File: config.mk
export PLATFORM = sky130hd
export DESIGN_NAME = mpu_bus_slave
export DESIGN_NICKNAME = d
export VERILOG_FILES = /design/src/rtl/mbs_pkg.sv /design/src/rtl/mbs_sync.sv /design/src/rtl/mbs_ctrl.sv /design/src/rtl/mbs_datapath.sv /design/src/rtl/mpu_bus_slave.sv
export SDC_FILE = /design/constraint.sdc
export NUM_CORES = 1
export LEC_CHECK = 0
export BUFFER_PORTS_ARGS = -buffer_cell sky130_fd_sc_hd__buf_2
export CORE_MARGIN = 2
export CORE_UTILIZATION = 50
export CTS_BUF_LIST = sky130_fd_sc_hd__clkbuf_2 sky130_fd_sc_hd__clkbuf_4 sky130_fd_sc_hd__clkbuf_8
export DETAILED_ROUTE_END_ITERATION = 16
export PLACE_DENSITY = 0.81
export SYNTH_ARGS = -nofsm -noshare
export SYNTH_HDL_FRONTEND = slang
export SYNTH_SLANG_ARGS = --single-unit
File: constraint.sdc
create_clock -name clk -period 1.35 [get_ports clk]
set_input_delay 0.27 -clock clk [delete_from_list [all_inputs] [get_ports clk]]
set_output_delay 0.27 -clock clk [all_outputs]
set_load 0.05 [all_outputs]
File: src/rtl/mbs_pkg.sv
package mbs_pkg;
  localparam int SYNC_STAGES = 2;
  localparam int ADDR_W      = 12;
  localparam int DATA_W      = 8;
  localparam int READY_DELAY = 2;

  typedef enum logic [1:0] {
    HS_IDLE  = 2'd0,
    HS_WAIT  = 2'd1,
    HS_READY = 2'd2
  } hsState_e;

  // strobes from control to datapath
  typedef struct packed {
    logic latchAddr;
    logic holdWdata;
    logic commitWr;
    logic driveRd;
  } dpCtl_t;
endpackage

File: src/rtl/mbs_sync.sv
module mbs_sync #(
  parameter int WIDTH  = 1,
  parameter int STAGES = mbs_pkg::SYNC_STAGES,
  parameter logic [WIDTH-1:0] RESET_VAL = '0
) (
  input  logic             clk,
  input  logic             rstN,
  input  logic [WIDTH-1:0] asyncIn,
  output logic [WIDTH-1:0] syncOut
);
  logic [WIDTH-1:0] stage [STAGES];

  genvar g;
  generate
    for (g = 0; g < STAGES; g++) begin : g_stage
      if (g == 0) begin : g_first
        always_ff @(posedge clk or negedge rstN) begin
          if (!rstN) stage[g] <= RESET_VAL;
          else       stage[g] <= asyncIn;
        end
      end else begin : g_next
        always_ff @(posedge clk or negedge rstN) begin
          if (!rstN) stage[g] <= RESET_VAL;
          else       stage[g] <= stage[g-1];
        end
      end
    end
  endgenerate

  assign syncOut = stage[STAGES-1];
endmodule

File: src/rtl/mbs_ctrl.sv
module mbs_ctrl
  import mbs_pkg::*;
#(
  parameter int READY_DLY = READY_DELAY
) (
  input  logic   clk,
  input  logic   rstN,
  input  logic   modeS,
  input  logic   csS,
  input  logic   asS,
  input  logic   stbAS,
  input  logic   stbBS,
  output dpCtl_t ctl,
  output logic   ready
);
  localparam int CNT_W = (READY_DLY < 2) ? 1 : $clog2(READY_DLY);
  localparam logic [CNT_W-1:0] CNT_LOAD = CNT_W'(READY_DLY - 1);

  logic     asPrev;
  logic     wrPrev;
  logic     rdAct;
  logic     wrAct;
  logic     accAct;
  logic     wrRelease;
  hsState_e state;
  logic [CNT_W-1:0] waitCnt;

  // pin meaning depends on bus convention
  always_comb begin
    if (modeS) begin
      rdAct     = !csS && !stbAS && stbBS;
      wrAct     = !csS && !stbAS && !stbBS;
      wrRelease = stbAS;
    end else begin
      rdAct     = !csS && !stbAS;
      wrAct     = !csS && !stbBS;
      wrRelease = stbBS;
    end
  end

  assign accAct = rdAct || wrAct;

  always_ff @(posedge clk or negedge rstN) begin
    if (!rstN) begin
      asPrev <= 1'b1;
      wrPrev <= 1'b0;
    end else begin
      asPrev <= asS;
      wrPrev <= wrAct;
    end
  end

  always_comb begin
    ctl.latchAddr = !csS && asS && !asPrev;
    ctl.holdWdata = wrAct;
    ctl.commitWr  = wrPrev && !wrAct && !csS && wrRelease;
    ctl.driveRd   = rdAct;
  end

  // ready handshake
  always_ff @(posedge clk or negedge rstN) begin
    if (!rstN) begin
      state   <= HS_IDLE;
      waitCnt <= '0;
    end else begin
      case (state)
        HS_IDLE: begin
          if (accAct) begin
            state   <= HS_WAIT;
            waitCnt <= CNT_LOAD;
          end
        end
        HS_WAIT: begin
          if (!accAct)           state <= HS_IDLE;
          else if (waitCnt == 0) state <= HS_READY;
          else                   waitCnt <= waitCnt - 1'b1;
        end
        HS_READY: begin
          if (!accAct) state <= HS_IDLE;
        end
        default: state <= HS_IDLE;
      endcase
    end
  end

  assign ready = (state == HS_READY);
endmodule

File: src/rtl/mbs_datapath.sv
module mbs_datapath
  import mbs_pkg::*;
#(
  parameter int AW = ADDR_W,
  parameter int DW = DATA_W
) (
  input  logic          clk,
  input  logic          rstN,
  input  dpCtl_t        ctl,
  input  logic [AW-1:0] addrS,
  input  logic [DW-1:0] dataS,
  input  logic [DW-1:0] regRdata,
  output logic [AW-1:0] regAddr,
  output logic          regWe,
  output logic [DW-1:0] regWdata,
  output logic [DW-1:0] dataOut,
  output logic          dataOe
);
  logic [AW-1:0] addrLatch;
  logic [DW-1:0] wdHold;

  always_ff @(posedge clk or negedge rstN) begin
    if (!rstN) begin
      addrLatch <= '0;
      wdHold    <= '0;
      regWe     <= 1'b0;
      regWdata  <= '0;
      dataOut   <= '0;
      dataOe    <= 1'b0;
    end else begin
      if (ctl.latchAddr) addrLatch <= addrS;
      if (ctl.holdWdata) wdHold <= dataS;
      regWe <= ctl.commitWr;
      if (ctl.commitWr) regWdata <= wdHold;
      dataOe <= ctl.driveRd;
      if (ctl.driveRd) dataOut <= regRdata;
    end
  end

  assign regAddr = addrLatch;
endmodule

File: src/rtl/mpu_bus_slave.sv
module mpu_bus_slave
  import mbs_pkg::*;
#(
  parameter int AW = ADDR_W,
  parameter int DW = DATA_W
) (
  input  logic          clk,
  input  logic          rstN,
  input  logic          motoMode,
  input  logic          csN,
  input  logic          asN,
  input  logic [AW-1:0] addrIn,
  input  logic          stbA,
  input  logic          stbB,
  input  logic [DW-1:0] dataIn,
  output logic [DW-1:0] dataOut,
  output logic          dataOe,
  output logic          ready,
  output logic [AW-1:0] regAddr,
  output logic          regWe,
  output logic [DW-1:0] regWdata,
  input  logic [DW-1:0] regRdata
);
  logic          modeS;
  logic          csS;
  logic          asS;
  logic          stbAS;
  logic          stbBS;
  logic [AW-1:0] addrS;
  logic [DW-1:0] dataS;
  dpCtl_t        ctl;

  mbs_sync #(.WIDTH(5), .RESET_VAL(5'b01111)) u_syncPins (
    .clk(clk), .rstN(rstN),
    .asyncIn({motoMode, csN, asN, stbA, stbB}),
    .syncOut({modeS, csS, asS, stbAS, stbBS})
  );

  mbs_sync #(.WIDTH(AW)) u_syncAddr (
    .clk(clk), .rstN(rstN), .asyncIn(addrIn), .syncOut(addrS)
  );

  mbs_sync #(.WIDTH(DW)) u_syncData (
    .clk(clk), .rstN(rstN), .asyncIn(dataIn), .syncOut(dataS)
  );

  mbs_ctrl u_ctrl (
    .clk(clk), .rstN(rstN),
    .modeS(modeS), .csS(csS), .asS(asS), .stbAS(stbAS), .stbBS(stbBS),
    .ctl(ctl), .ready(ready)
  );

  mbs_datapath #(.AW(AW), .DW(DW)) u_dp (
    .clk(clk), .rstN(rstN), .ctl(ctl),
    .addrS(addrS), .dataS(dataS), .regRdata(regRdata),
    .regAddr(regAddr), .regWe(regWe), .regWdata(regWdata),
    .dataOut(dataOut), .dataOe(dataOe)
  );
endmodule

==> results of run 1 <==
## report_power, final
group	switching, µW	internal [µW]
clock	950	919
combinational	1010	611
sequential	184	3130
## worst min path at each step
stage,startpoint,endpoint,slack [ns]
2_1_floorplan,rstN,u_ctrl.state[0],-0.03
3_3_place_gp,rstN,u_syncPins.stage[9],0.20
3_5_place_dp,rstN,u_syncPins.syncOut[4],0.21
4_1_cts,dataIn[0],u_syncData.stage[8],0.00004
5_1_grt,dataIn[5],u_syncData.stage[13],0.0003
6_report,motoMode,u_syncPins.stage[9],0.03
## state kept, by name (all words and copies together), names as in the netlist
signal              cells
u_ctrl.asPrev           1
u_dp.dataOe             1
u_dp.regWdata           8
u_syncAddr.syncOut     12
u_dp.regAddr           12
u_syncData.stage        8
u_syncPins.stage        5
u_ctrl.state            2
u_syncAddr.stage       12
u_dp.regWe              1
u_ctrl.wrPrev           1
u_syncData.syncOut      8
u_dp.wdHold             8
u_dp.dataOut            8
u_syncPins.syncOut      5
u_ctrl.waitCnt          1
## metal layers
metal / track usage / share of wire / up-vias
met4: 0.0746 / 0.014 / 0
met1: 0.238 / 0.40 / 841
met5: 0 / 0 / -
met3: 0.0820 / 0.059 / 8
li1: - / - / 724
met2: 0.302 / 0.52 / 56
## cell type report
class / count / share of cell area
clock buffer: 10 / 0.0333
clock inverter: 6 / 0.0167
inverter: 2 / 0.00182
multi-input combinational: 49 / 0.165
sequential: 93 / 0.567
tap: 72 / 0.0218
timing repair buffer: 109 / 0.195
## timing repair
| item | 4_1_cts | 5_1_grt |
|---|---|---|
| pin swaps | 1 | 1 |
| hold endpoints to repair | 27 | 8 |
| gates resized for setup | 40 | 3 |
| setup buffers | 5 | 3 |
| gates cloned | 2 | 0 |
| endpoints found under the setup margin | 38 | 37 |
| hold buffers | 14 | 8 |
## synth_stat cells (all sizes together)
library cell and n:
dfrtp 84, mux2 36, dfstp 9, nor3b 3, a211oi 2, buf 2
inv 2, mux2i 2, a21oi 1, nand2 1, nor2 1, nor2b 1
o21ai 1, o22a 1
## stage by stage
stage                     total power, µW  cells  setup WS [ns]
after detailed placement             4800    295         -0.130
after floorplan                      4350    146         -0.136
after CTS                            6850    332         -0.153
after global routing                 7120    341         -0.217
after global placement               4750    295        -0.0796
final                                6800    341         -0.134
## cell families after synthesis
family                 count (synthesis)  share of synthesized area
muxes                                 38                      0.156
DFF                                   93                      0.800
and+or+nand+nor                        6                     0.0158
buffers and inverters                  4                    0.00813
AOI/OAI and AO/OA                      5                     0.0205
==> results.sh, run 1 <==
export IMPL_status="finished, violations left"
export IMPL_violations="negative setup slack"
export IMPL_syn_area_um2=2920
export IMPL_ys_types=19
export IMPL_yosysTopAreaCell="dfrtp_1"
export IMPL_firstDrtPassIters=4
export IMPL_avgSynthCellArea_um2=20.0
export IMPL_period_share=1.10
export IMPL_rrSetupSlack_ns=-0.13
export IMPL_grt_setup_unrepaired="yes"
export IMPL_insertion_delay_ns=0.35
export IMPL_drv_cap=0
export IMPL_fin_area_um2=4130
export IMPL_dr_total_vias=1629
export IMPL_setup_ws_ns=-0.134
export IMPL_final_common_cell="dfrtp_1"
export IMPL_synth_seq_cells=93
export IMPL_hold_path_class="input port to flop"
export IMPL_reg2regPathDepth=4
export IMPL_clkTransAtPathRegs_ns=0.09
export IMPL_overflow=0
export IMPL_cpMaxStageDelayCell="dfstp_2"
export IMPL_rows=27
export IMPL_place_gp_congestion=0.707
export IMPL_antenna_cells=0
export IMPL_hold_viol=0
export IMPL_worst_pin_slew_ns=0.377
export IMPL_cp_startpoint="u_syncPins.syncOut[1]"
export IMPL_end_kind="flop"
export IMPL_core_area_um2=5570
export IMPL_drv_slew=0
export IMPL_drive_above_1_share=0.580
export IMPL_die_area_um2=6480
export IMPL_power_density_nw_per_um2=1650
export IMPL_crit_buf_inv=1
export IMPL_clock_sinks=93
export IMPL_grt_max_degree=29
export IMPL_gr_usage_all_layers=0.192
export IMPL_die_w_um=80.5
export IMPL_viasPerCell=4.78
export IMPL_antenna_left=0
export IMPL_cts_root_buf="clkbuf_8"
export IMPL_p_leak_uw=0.00200
export IMPL_cts_tree="built"
export IMPL_clk_path_buf_depth=2
export IMPL_nFillCells=343
export IMPL_cp_depth=4
export IMPL_final_util=0.741
export IMPL_drt_initial_drc_count=92
export IMPL_start_util=0.525
export IMPL_synth_nets=181
export IMPL_finClkSkew_ns=0.00653
export IMPL_synth_cells=146
export IMPL_worst_ir_drop_vdd_mv=1.16
export IMPL_whs_ns=0.0267
export IMPL_fin_nets=299
export IMPL_ys_seq_area_frac=0.800
export IMPL_syn_to_final_growth_pct=41.2
export IMPL_cp_top_family="flip-flops"
export IMPL_synthTopCellsByArea="dfrtp_1 (72%), mux2_2 (10%), dfstp_2 (8.1%), mux2_4 (4.1%), a211oi_4 (1.4%)"
export IMPL_ys_warn_count=0
export IMPL_regArea_um2=2340
export IMPL_wl_per_cell_um=15.9
export IMPL_cts_htree_levels=3
export IMPL_worst_r2r_endpoint="u_dp.regWdata[4]"
export IMPL_grt_pass1_vias=1737
export IMPL_rr_startpoint="u_syncPins.syncOut[1]"
export IMPL_grt_pass1_wl_mm=8.82
export IMPL_post_dp_cell_area_um2=3490
export IMPL_die_y_um=80.5
export IMPL_numPortBuffers=65
export IMPL_crit_type="flop to flop"
export IMPL_critPathMaxFanout=6
export IMPL_critPathCapture="u_dp.regWdata[4]"
export IMPL_crit_chain="mux2i_1 -> nor3b_2 -> buf_4 -> mux2_4"
export IMPL_min_path_cells=1
export IMPL_setup_viol=36
export IMPL_synth_top_area_frac=0.719
export IMPL_slew_headroom=0.749
export IMPL_slowest_delay_ns=0.57
export IMPL_drc=0
export IMPL_startpoint_type="flop"
export IMPL_wl_mm=5.41
export IMPL_worstPathArrival_ns=1.72
export IMPL_dp_hpwl_mm=3.32
export IMPL_multi_input_area_um2=681
export IMPL_final_cell_mix="dfrtp_1 (83), buf_2 (63), mux2_4 (36)"
export IMPL_pin_count=66
export IMPL_period_needed_ns=1.48
export IMPL_antenna_found_initial=0
export IMPL_fin_tns_setup_ns=-3.38
export IMPL_cts_buffers=9
export IMPL_crit_required_ns=1.59
export IMPL_fmax_mhz=674
(Power assumes the default switching activity.)
==> run 2: changes to the inputs <==
--- a/config.mk
+++ b/config.mk
@@ -10,6 +10,7 @@
 export CORE_UTILIZATION = 50
 export CTS_BUF_LIST = sky130_fd_sc_hd__clkbuf_2 sky130_fd_sc_hd__clkbuf_4 sky130_fd_sc_hd__clkbuf_8
 export DETAILED_ROUTE_END_ITERATION = 16
+export MAX_ROUTING_LAYER = met4
 export PLACE_DENSITY = 0.81
 export SYNTH_ARGS = -nofsm -noshare
 export SYNTH_HDL_FRONTEND = slang
==> run 2 against run 1 <==
Design area unchanged. Flip-flop and latch count unchanged. Final cell count unchanged. Register-to-register slack about the same. The run still ends with negative setup slack left. Count of clock-buffer cells in the layout unchanged. Sequential power about the same. Critical path depth unchanged. Wire length down 0.20%. Utilization unchanged. Maximum frequency down 0.17%. Clock power about the same.
==> results.sh, run 2 (same netlist as run 1, synthesis figures left out) <==
export IMPL_cp_top_family="flip-flops"
export IMPL_clkTransAtPathRegs_ns=0.09
export IMPL_overflow=0
export IMPL_hold_viol=0
export IMPL_grt_pass1_vias=1736
export IMPL_p_leak_uw=0.00200
export IMPL_die_y_um=80.5
export IMPL_cpMaxStageDelayCell="dfstp_2"
export IMPL_final_util=0.741
export IMPL_setup_viol=36
export IMPL_finClkSkew_ns=0.00744
export IMPL_crit_type="flop to flop"
export IMPL_power_density_nw_per_um2=1650
export IMPL_antenna_found_initial=0
export IMPL_drv_cap=0
export IMPL_period_share=1.10
export IMPL_syn_to_final_growth_pct=41.2
export IMPL_rows=27
export IMPL_gr_usage_all_layers=0.198
export IMPL_post_dp_cell_area_um2=3490
export IMPL_wl_per_cell_um=15.8
export IMPL_cts_tree="built"
export IMPL_post_place_ws_ns=-0.130
export IMPL_nFillCells=343
export IMPL_dp_hpwl_mm=3.32
export IMPL_fin_nets=299
export IMPL_grt_pass1_wl_mm=8.82
export IMPL_fmax_mhz=673
export IMPL_pin_count=66
export IMPL_period_needed_ns=1.49
export IMPL_worstPathArrival_ns=1.72
export IMPL_drv_slew=0
export IMPL_viasPerCell=4.74
export IMPL_final_common_cell="dfrtp_1"
export IMPL_core_area_um2=5570
export IMPL_insertion_delay_ns=0.35
export IMPL_crit_chain="mux2i_1 -> nor3b_2 -> buf_4 -> mux2_4"
export IMPL_drive_above_1_share=0.580
export IMPL_critPathMaxFanout=6
export IMPL_grt_max_degree=29
export IMPL_worst_ir_drop_vdd_mv=1.17
export IMPL_fin_area_um2=4130
export IMPL_final_cell_mix="dfrtp_1 (83), buf_2 (63), mux2_4 (36)"
export IMPL_rrSetupSlack_ns=-0.14
export IMPL_die_area_um2=6480
export IMPL_drc=0
export IMPL_startpoint_type="flop"
export IMPL_antenna_cells=0
export IMPL_multi_input_area_um2=681
export IMPL_place_gp_congestion=0.715
export IMPL_clock_sinks=93
export IMPL_cts_htree_levels=3
export IMPL_violations="negative setup slack"
export IMPL_start_util=0.525
export IMPL_dr_total_vias=1616
export IMPL_status="finished, violations left"
export IMPL_finalPower_uw=6800
export IMPL_crit_buf_inv=1
export IMPL_cts_root_buf="clkbuf_8"
export IMPL_crit_required_ns=1.59
export IMPL_slowest_delay_ns=0.57
export IMPL_antenna_left=0
export IMPL_firstDrtPassIters=4
export IMPL_die_w_um=80.5
export IMPL_regArea_um2=2340
export IMPL_drt_initial_drc_count=89
export IMPL_cts_buffers=9
export IMPL_wl_mm=5.39
export IMPL_slew_headroom=0.750
export IMPL_setup_ws_ns=-0.136
export IMPL_grt_setup_unrepaired="yes"
export IMPL_numPortBuffers=65
export IMPL_hold_path_class="input port to flop"
export IMPL_clk_path_buf_depth=2
export IMPL_worst_pin_slew_ns=0.374
export IMPL_end_kind="flop"
==> run 2: stage by stage <==
step	hold slack, ns	instances	setup TNS [ns]
2_1_floorplan	-0.0256	146	-1.72
3_3_place_gp	0.205	295	-1.65
3_5_place_dp	0.214	295	-2.59
4_1_cts	0.0000357	332	-3.34
6_report	0.0286	341	-3.41
5_1_grt	0.000223	341	-5.30
==> run 2: worst paths after layout <==
check | from | to | cells past startpoint
setup reg to reg | u_syncPins.syncOut[1] | u_dp.regWdata[4] | 4
max in group asynchronous | rstN | u_dp.regWdata[6] | 3
setup / recovery | u_syncPins.syncOut[1] | u_dp.regWdata[4] | 4
min in group asynchronous | rstN | u_syncPins.syncOut[4] | 2
hold reg to reg | u_syncData.stage[9] | u_syncData.syncOut[1] | 0
hold / removal | motoMode | u_syncPins.stage[9] | 1
==> run 2: routing by layer <==
metal / up-vias / wire (µm) / global-route usage
met5: - / 0 / -
met4: 0 / 73 / 0.0746
met3: 8 / 288 / 0.0775
met2: 57 / 2820 / 0.303
met1: 827 / 2210 / 0.239
li1: 724 / - / -
==> run 2: where the power goes <==
group	internal, µW	switching, µW
logic	611	1010
registers	3130	184
clock network	919	954
total	4660	2150
==> run 2: area by class of cell <==
| cell class | count | share of cell area |
|---|---|---|
| flip-flops and latches | 93 | 0.567 |
| repair buffers | 109 | 0.195 |
| multi-input cells | 49 | 0.165 |
| clock buffers | 10 | 0.0333 |
| well taps | 72 | 0.0218 |
| clock inverters | 6 | 0.0167 |
| inverters | 2 | 0.00182 |
==> run 2: repair_timing <==
item | in CTS | in global routing
gates resized for setup | 40 | 3
cloned | 2 | 0
hold endpoints to repair | 27 | 8
pin swaps | 1 | 1
hold buffers | 14 | 8
setup buffers | 5 | 3
endpoints found under the setup margin | 38 | 37
==> run 3: changes to the inputs <==
--- a/config.mk
+++ b/config.mk
@@ -11,7 +11,8 @@
 export CTS_BUF_LIST = sky130_fd_sc_hd__clkbuf_2 sky130_fd_sc_hd__clkbuf_4 sky130_fd_sc_hd__clkbuf_8
 export DETAILED_ROUTE_END_ITERATION = 16
 export MAX_ROUTING_LAYER = met4
-export PLACE_DENSITY = 0.81
+export PLACE_DENSITY = 0.8
 export SYNTH_ARGS = -nofsm -noshare
 export SYNTH_HDL_FRONTEND = slang
+export SYNTH_HIERARCHICAL = 1
 export SYNTH_SLANG_ARGS = --single-unit
==> run 3 against run 2 <==
The flow still finishes with violations (negative setup slack). Sequential power about the same. Wire length decreased by 14%. First-iteration DRC count decreased by 26%. Sequential share of layout area increased by 2.6 points. Maximum frequency increased by 2.6%. Die area increased by 7.2%. Clock power decreased by 8%. Largest cell class unchanged.
==> results.sh, run 3 <==
export IMPL_fmax_mhz=691
export IMPL_finClkSkew_ns=0.00803
export IMPL_synth_most_common_cell="dfrtp_1"
export IMPL_violations="negative setup slack"
export IMPL_dp_hpwl_mm=3.05
export IMPL_cts_buffers=9
export IMPL_antenna_cells=0
export IMPL_ys_seq_area_frac=0.743
export IMPL_numPortBuffers=65
export IMPL_rrSetupSlack_ns=-0.1
export IMPL_worst_ir_drop_vdd_mv=1.04
export IMPL_synth_cells=178
export IMPL_worst_pin_slew_ns=0.364
export IMPL_fin_nets=288
export IMPL_setup_ws_ns=-0.0980
export IMPL_async_reset_ff_frac=1.00
export IMPL_final_cell_mix="dfrtp_1 (83), buf_2 (63), mux2_4 (29)"
export IMPL_worst_r2r_endpoint="u_dp/regWdata[4]"
export IMPL_hold_path_class="input port to flop"
export IMPL_setup_viol=36
export IMPL_die_area_um2=6940
export IMPL_drt_initial_drc_count=66
export IMPL_grt_max_degree=48
export IMPL_gr_usage_all_layers=0.153
export IMPL_startpoint_type="flop"
export IMPL_finalPower_uw=6540
export IMPL_cp_depth=4
export IMPL_p_leak_uw=0.00190
export IMPL_cts_htree_levels=3
export IMPL_synth_top_area_frac=0.668
export IMPL_pin_count=66
export IMPL_worstPathArrival_ns=1.68
export IMPL_final_common_cell="dfrtp_1"
export IMPL_die_w_um=83.3
export IMPL_synth_common_cells="dfrtp_1 (84), buf_4 (27), mux2_2 (26)"
export IMPL_ys_warn_count=6
export IMPL_antenna_found_initial=0
export IMPL_syn_to_final_growth_pct=25.4
export IMPL_firstDrtPassIters=4
export IMPL_synth_seq_cells=93
export IMPL_post_dp_cell_area_um2=3510
export IMPL_core_area_um2=5990
export IMPL_grt_pass1_wl_mm=7.85
export IMPL_cpMaxStageDelayCell="dfstp_2"
export IMPL_period_share=1.07
export IMPL_crit_buf_inv=1
export IMPL_crit_type="flop to flop"
export IMPL_cts_root_buf="clkbuf_8"
export IMPL_start_util=0.525
export IMPL_grt_pass1_vias=1657
export IMPL_synth_edf_count=0
export IMPL_synth_nets=213
export IMPL_power_density_nw_per_um2=1660
export IMPL_drive_above_1_share=0.574
export IMPL_cts_tree="built"
export IMPL_overflow=0
export IMPL_end_kind="flop"
export IMPL_status="finished, violations left"
export IMPL_antenna_left=0
export IMPL_critPathMaxFanout=9
export IMPL_nFillCells=424
export IMPL_place_gp_congestion=0.664
export IMPL_cp_top_family="flip-flops"
export IMPL_clock_sinks=93
export IMPL_reg2regPathDepth=4
export IMPL_rr_startpoint="u_syncPins/syncOut[0]"
export IMPL_synthTopCellsByArea="dfrtp_1 (67%), mux2_2 (9.3%), dfstp_2 (7.5%), buf_4 (6.4%), mux2_4 (4.8%)"
export IMPL_rows=28
export IMPL_yosysTopAreaCell="dfrtp_1"
export IMPL_critPathCapture="u_dp/regWdata[4]"
export IMPL_slowest_delay_ns=0.55
export IMPL_wl_per_cell_um=13.9
export IMPL_viasPerCell=4.68
export IMPL_cp_startpoint="u_syncPins/syncOut[0]"
export IMPL_slew_headroom=0.757
export IMPL_post_place_ws_ns=-0.118
export IMPL_fin_area_um2=3950
export IMPL_clkTransAtPathRegs_ns=0.09
export IMPL_crit_required_ns=1.58
export IMPL_drv_slew=0
export IMPL_clk_path_buf_depth=2
export IMPL_die_y_um=83.3
export IMPL_dr_total_vias=1559
export IMPL_drv_cap=0
export IMPL_hold_viol=0
export IMPL_ys_flop_type="dfrtp_1"
export IMPL_grt_setup_unrepaired="yes"
export IMPL_period_needed_ns=1.45
export IMPL_ys_types=17
export IMPL_wl_mm=4.63
export IMPL_drc=0
export IMPL_crit_chain="mux2i_1 -> nor3b_2 -> buf_6 -> mux2_2"
export IMPL_syn_area_um2=3150
export IMPL_avgSynthCellArea_um2=17.7
export IMPL_insertion_delay_ns=0.35
-- run 3: metal layers --
| layer | vias up | global-route usage | wire length [µm] |
|---|---|---|---|
| li1 | 711 | - | - |
| met1 | 797 | 0.178 | 1870 |
| met2 | 44 | 0.238 | 2430 |
| met3 | 7 | 0.0547 | 237 |
| met4 | 0 | 0.0730 | 93 |
| met5 | - | - | 0 |
-- run 3: worst min-delay path by stage --
stage | cells after the start | slack, ns | startpoint | endpoint
2_1_floorplan | 0 | -0.03 | rstN | u_ctrl/state[0]
3_3_place_gp | 1 | 0.21 | rstN | u_syncPins/stage[9]
3_5_place_dp | 1 | 0.21 | rstN | u_syncPins/stage[9]
4_1_cts | 1 | 0.000006 | addrIn[10] | u_syncAddr/stage[22]
5_1_grt | 1 | 0.0003 | dataIn[2] | u_syncData/stage[10]
6_report | 1 | 0.02 | dataIn[2] | u_syncData/stage[10]
-- run 3: power by group --
| group | total [µW] | switching (µW) | leakage (µW) | internal [µW] |
|---|---|---|---|---|
| sequential | 3290 | 165 | 0.00109 | 3120 |
| clock | 1720 | 998 | 0.0000982 | 717 |
| combinational | 1530 | 996 | 0.000713 | 539 |
| total | 6540 | 2160 | 0.00190 | 4380 |
-- run 3: cell type report --
type,instances,area [µm²],area share
clock inverter,7,66.3,0.0168
timing repair buffer,95,653,0.166
tap,75,93.8,0.0238
sequential,93,2340,0.593
multi-input combinational,52,662,0.168
inverter,2,7.51,0.00190
clock buffer,9,124,0.0314
-- run 3: stage by stage --
| stage | instances | TNS, ns | utilization | hold slack [ns] |
|---|---|---|---|---|
| after floorplan | 178 | -2.86 | - | -0.0256 |
| after global placement | 297 | -1.05 | 0.587 | 0.209 |
| after detailed placement | 297 | -1.78 | 0.587 | 0.212 |
| after CTS | 323 | -1.14 | 0.639 | 0.00000555 |
| after global routing | 333 | -3.19 | 0.659 | 0.000339 |
| final | 333 | -1.39 | 0.659 | 0.0208 |
-- run 3: kinds of logic (layout without fill, tap and decap cells) --
| group | after synthesis | in the layout | share of synthesized area |
|---|---|---|---|
| AND/OR/NAND/NOR | 9 | 9 | 0.0147 |
| AO/OA/AOI/OAI | 5 | 5 | 0.0139 |
| buffers and inverters | 33 | 113 | 0.0811 |
| flip-flops | 93 | 93 | 0.743 |
| multiplexers | 38 | 38 | 0.147 |
-- run 3: timing repair --
| action | in CTS | in global routing |
|---|---|---|
| hold endpoints to repair | 25 | 10 |
| pin swaps | 2 | 1 |
| endpoints found under the setup margin | 37 | 38 |
| hold buffers | 8 | 10 |
| setup buffers | 2 | 0 |
| gates resized for setup | 8 | 6 |
